**config.mk**
```make
export PLATFORM = sky130hd
export DESIGN_NAME = miss_tracker
export DESIGN_NICKNAME = d
export VERILOG_FILES = /design/src/rtl/miss_tracker.sv
export SDC_FILE = /design/constraint.sdc
export NUM_CORES = 1
export LEC_CHECK = 0
export BUFFER_PORTS_ARGS = -buffer_cell sky130_fd_sc_hd__buf_2
export CAP_MARGIN = 20
export CORE_MARGIN = 3
export CORE_UTILIZATION = 27
export CTS_CLUSTER_DIAMETER = 120
export DETAILED_ROUTE_END_ITERATION = 12
export HOLD_SLACK_MARGIN = 0.06
export SLEW_MARGIN = 25
export SYNTH_ARGS = -nofsm -noshare
export SYNTH_HDL_FRONTEND = slang
export SYNTH_SLANG_ARGS = --single-unit
```
**constraint.sdc**
```tcl
create_clock -name clk -period 7.15 [get_ports clk]
set_clock_uncertainty 0.15 [all_clocks]
set_input_delay 1.0725 -clock clk [delete_from_list [all_inputs] [get_ports clk]]
set_output_delay 1.0725 -clock clk [all_outputs]
set_load 0.05 [all_outputs]
```
**src/rtl/miss_tracker.sv**
```systemverilog
module miss_tracker #(
  parameter int MQ_DEPTH = 4,
  parameter int FS_SLOTS = 3,
  parameter int LINE_W   = 26,
  parameter int TAG_W    = 6
) (
  input  logic                      clk,
  input  logic                      rst_n,
  input  logic                      ld_valid,
  input  logic                      ld_hit,
  input  logic [LINE_W-1:0]         ld_line,
  input  logic [TAG_W-1:0]          ld_tag,
  output logic                      ld_stall,
  output logic                      hit_valid,
  output logic [TAG_W-1:0]          hit_tag,
  output logic                      rd_valid,
  input  logic                      rd_ready,
  output logic [LINE_W-1:0]         rd_line,
  input  logic                      fill_valid,
  input  logic [(FS_SLOTS>1 ? $clog2(FS_SLOTS) : 1)-1:0] fill_slot,
  output logic [MQ_DEPTH-1:0]       done_mask,
  output logic [MQ_DEPTH*TAG_W-1:0] done_tags
);
  localparam int SW = FS_SLOTS > 1 ? $clog2(FS_SLOTS) : 1;
  localparam int QW = MQ_DEPTH > 1 ? $clog2(MQ_DEPTH) : 1;
  localparam int CW = $clog2(FS_SLOTS + 1);

  logic [MQ_DEPTH-1:0] mq_v;
  logic [SW-1:0]       mq_slot [MQ_DEPTH];
  logic [TAG_W-1:0]    mq_tag  [MQ_DEPTH];
  logic [FS_SLOTS-1:0] fs_v;
  logic [LINE_W-1:0]   fs_line [FS_SLOTS];
  logic [SW-1:0]       rq      [FS_SLOTS];
  logic [CW-1:0]       rq_cnt;

  logic [FS_SLOTS-1:0] fill_clr, match;
  logic [SW-1:0]       match_idx, fs_free;
  logic [QW-1:0]       mq_free;
  logic                miss, take, new_line, pop;

  assign miss      = ld_valid & ~ld_hit;
  assign hit_valid = ld_valid & ld_hit;
  assign hit_tag   = ld_tag;

  always_comb begin
    match_idx = '0;
    fs_free   = '0;
    mq_free   = '0;
    for (int j = FS_SLOTS - 1; j >= 0; j--) begin
      fill_clr[j] = fill_valid && fill_slot == SW'(j);
      match[j]    = fs_v[j] && !fill_clr[j] && fs_line[j] == ld_line;
      if (match[j]) match_idx = SW'(j);
      if (!fs_v[j]) fs_free = SW'(j);
    end
    for (int i = MQ_DEPTH - 1; i >= 0; i--)
      if (!mq_v[i]) mq_free = QW'(i);
  end

  assign ld_stall = miss & ((&mq_v) | ((&fs_v) & ~(|match)));
  assign take     = miss & ~ld_stall;
  assign new_line = take & ~(|match);
  assign rd_valid = rq_cnt != '0;
  assign rd_line  = fs_line[rq[0]];
  assign pop      = rd_valid & rd_ready;

  for (genvar i = 0; i < MQ_DEPTH; i++) begin : g_done
    assign done_mask[i] = mq_v[i] & fill_valid & (mq_slot[i] == fill_slot);
    assign done_tags[i*TAG_W +: TAG_W] = mq_tag[i];
  end

  always_ff @(posedge clk) begin
    if (!rst_n) begin
      mq_v   <= '0;
      fs_v   <= '0;
      rq_cnt <= '0;
    end else begin
      mq_v <= (mq_v & ~done_mask) | (take ? MQ_DEPTH'(1) << mq_free : '0);
      fs_v <= (fs_v & ~fill_clr) | (new_line ? FS_SLOTS'(1) << fs_free : '0);
      rq_cnt <= rq_cnt + CW'(new_line) - CW'(pop);
      if (take) begin
        mq_slot[mq_free] <= (|match) ? match_idx : fs_free;
        mq_tag[mq_free]  <= ld_tag;
      end
      if (new_line) fs_line[fs_free] <= ld_line;
      for (int k = 0; k < FS_SLOTS - 1; k++)
        if (pop) rq[k] <= rq[k+1];
      if (new_line) rq[rq_cnt - CW'(pop)] <= fs_free;
    end
  end

  AST_HIT_NO_STALL: assert property (@(posedge clk) disable iff (!rst_n)
    ld_valid && ld_hit |-> !ld_stall);
  AST_MISS_TAKES_ENTRY: assert property (@(posedge clk) disable iff (!rst_n)
    take && !fill_valid |=> $countones(mq_v) == $past($countones(mq_v)) + 1);
  AST_STALL_KEEPS_SLOTS: assert property (@(posedge clk) disable iff (!rst_n)
    ld_stall && !fill_valid |=> fs_v == $past(fs_v));
  AST_FILL_FREES_SLOT: assert property (@(posedge clk) disable iff (!rst_n)
    fill_valid |=> !fs_v[$past(fill_slot)]);
  AST_RD_HOLD: assert property (@(posedge clk) disable iff (!rst_n)
    rd_valid && !rd_ready |=> rd_valid && $stable(rd_line));
endmodule

```
==> run_results.csv <==
group,metric,value,unit
worst_setup_path,path_class,"input port to output port",
placed_design,routabilityCongestion,0.806,
route,drt-wirelength-per-cell,17.5,µm
floorplanning,die_w,162,µm
hold_path,min_path_type,"flop to flop",
cts,clkTransAtPathRegs,0.06,ns
timing,tns,0,ns
worst_setup_path,endpoint_kind,"output port",
timing,grt_setup_unrepaired,"no",
synth,syn-cell-area,6600,µm²
cts,numClockSinks,151,
worst_setup_path,worstPathRequired,5.93,ns
timing,report.final.slew_viol_count,0,
floorplanning,die_area,26400,µm²
power_and_ir_drop,peakVddDrop,0.000121,V
timing,fmax,213,MHz
cts,cts_made_buffers,17,
timing,hold_viol_final,0,
power_and_ir_drop,p_per_area,283,nW/µm²
power_and_ir_drop,seq_power_share,44.5,%
grt,use_met3,3.97,%
grt,grt_use_met1,14.8,%
route,vias,3739,
cts,hold_buffers,0,
synth,synth_cell_type_count,42,
final_layout,post_route_cells_drive_above_1_share,32.4,%
grt,antenna_found_initial,1,
run,cap_viol_max_count,0,
synth,ys_seq_area_share,67.3,%
power_and_ir_drop,clkPwrFrac,36.5,%
floorplanning,die-height,162,µm
cts,clk_path_buf_depth,2,
power_and_ir_drop,swShare,29.1,%
synth,synth-seq-cells,151,
cts,clkLatencyLatePin,0.42,ns
final_layout,syn_to_final_growth,22.7,%
worst_setup_path,cp-start-kind,"input port",
timing,post-route-period-util,65.7,%
worst_setup_path,crit_fanout,9,
cts,cts_root_buf,"clkbuf_16",
cts,htree_levels,4,
grt,grt_pass1_wl,22800,µm
route,wl,15000,µm
synth,syn_inst,393,
synth,ys.flop_type,"edfxtp_1",
final_layout,nets,567,
final_layout,antenna_cells,0,
cts,cts_tree,"built",
timing,timing.final.crit_period,4.70,ns
timing,tightest_slew,0.971,ns
cts,cts_setup_buffers,0,
grt,gr-usage-all-layers,11.6,%
grt,grtUsageMet2,18.9,%
route,route.detailed.drc,0,
outcome,status,"complete, no violations",
placed_design,port_buffers,102,
synth,synth-edff-count,142,
power_and_ir_drop,p_leak,2.86,nW
floorplanning,io_pins,103,
cts,cts_resized,0,
synth,async_reset_ff_share,0,%
final_layout,utilization,34.1,%
power_and_ir_drop,pwr-share-comb,19.0,%
route,drt_pass1_iterations,4,
floorplanning,core_area,23800,µm²
floorplanning,start_util,27.8,%
grt,grt-busiest-layer,"met2",
route,via_per_inst,4.37,
placed_design,hpwl,10800,µm
timing,setup_viol,0,
grt,grt_max_degree,27,
route,drt_iter0_drc,244,
floorplanning,num_rows,56,
synth,syn_area_per_cell,16.8,µm²
route,ant_nets,0,
grt,overflow,0,
timing,relSlewSlack,35.1,%
grt,grt_pass1_vias,3857,
power_and_ir_drop,intPower,1.62,mW
worst_setup_path,arrival,3.48,ns
synth,yosysWarnings,0,
power_and_ir_drop,switching_power,668,µW
routing by layer:
layer  routed length, µm  share of wire (%)
met1                6470                 43
met2                7260                 48
met3                1020                6.8
met4                 258                1.7
met5                  13              0.087
logic make-up after synthesis:
kind of cell,after synthesis,share of synthesized area [%]
and+or+nand+nor,83,7.02
adders and majority gates,3,0.569
xor gates and xnor gates,89,11.8
DFF,151,67.3
AOI/OAI and AO/OA,15,1.93
other,1,0.0568
muxes,30,9.56
buffers and inverters,21,1.71
power by group through the flow:
stage,clock [mW],combinational (mW),sequential (mW)
after global placement,0,0.440,1.04
after CTS,0.862,0.446,1.02
after global routing,0.893,0.469,1.02
final,0.836,0.436,1.02
after floorplan,0,0.321,1.04
after detailed placement,0,0.445,1.04
cell type report:
class / instances / area, µm²
inverter: 4 / 15.0
timing repair buffer: 104 / 526
fill: 2313 / 15700
tap: 319 / 399
multi-input combinational: 246 / 2160
clock buffer: 19 / 433
clock inverter: 13 / 119
sequential: 151 / 4440
synthesized netlist by cell type, types with 2 or more instances:
master / number / share of area [%]
nand4b_1: 2 / 0.27
mux4_2: 26 / 8.9
nand3_1: 7 / 0.53
nor4_1: 12 / 1.1
or3_1: 2 / 0.19
nand2b_1: 3 / 0.28
buf_2: 2 / 0.15
nor3_1: 5 / 0.38
o22ai_2: 4 / 0.76
nor2b_1: 2 / 0.19
and2_1: 5 / 0.47
nor2_1: 9 / 0.51
nand2_1: 14 / 0.80
edfxtp_1: 142 / 65
buf_1: 4 / 0.23
buf_4: 6 / 0.68
mux2_2: 4 / 0.68
or2_2: 2 / 0.19
ha_1: 3 / 0.57
clkbuf_1: 3 / 0.17
inv_1: 4 / 0.23
o21ai_0: 3 / 0.23
nand4_1: 12 / 1.1
nand3b_1: 3 / 0.34
xnor2_1: 32 / 4.2
xor2_1: 57 / 7.6
dfxtp_1: 9 / 2.7
a21boi_0: 2 / 0.23
critical path, cell delays in order:
cell	delay, ns
buf_2	0.15
xor2_1	0.17
nor4_1	0.42
nand4_1	0.18
or4_1	0.68
and3b_1	0.37
o21a_1	0.22
buf_2	0.21
cells in the final DEF (no fill, tap or decap), drive strengths merged, types with 3 or more instances in the layout:
cell      synthesis  layout
and2              5       5
buf              13     104
clkbuf            4      19
clkinv            0       4
clkinvlp          0       3
conb              1      26
dfxtp             9       9
edfxtp          142     142
ha                3       3
inv               4       9
mux2              4       4
mux4             26      26
nand2            14      14
nand2b            3       3
nand3             7       7
nand3b            3       3
nand4            12      12
nor2              9       9
nor3              5       5
nor4             12      12
o21ai             3       3
o22ai             4       4
xnor2            32      32
xor2             57      57
metrics by stage:
| step | total power [mW] | hold WS [ns] | area, µm² | instances | setup slack (ns) |
|---|---|---|---|---|---|
| after global placement | 1.48 | 0.343 | 7540 | 824 | 2.46 |
| after detailed placement | 1.48 | 0.357 | 7540 | 824 | 2.40 |
| after floorplan | 1.36 | 0.325 | 6690 | 418 | 3.06 |
| after CTS | 2.33 | 0.365 | 8090 | 856 | 2.40 |
| final | 2.29 | 0.367 | 8090 | 856 | 2.45 |
| after global routing | 2.39 | 0.385 | 8090 | 856 | 2.32 |
registers in the layout, indices dropped and copies added, names as in the netlist:
name	count
mq_tag	24
fs_v	3
mq_slot	8
mq_v	4
rq_cnt	2
rq	6
fs_line	104
worst paths after layout:
path / slack (ns) / startpoint / end / cells after the start
setup / recovery: 2.45 / ld_line[9] / ld_stall / 8
hold / removal: 0.37 / mq_v[3] / mq_v[3] / 2
setup reg to reg: 3.65 / fs_line[2][11] / mq_tag[3][4] / 6
hold reg to reg: 0.37 / mq_v[3] / mq_v[3] / 2
No activity file was read; power rests on OpenSTA's default activity.
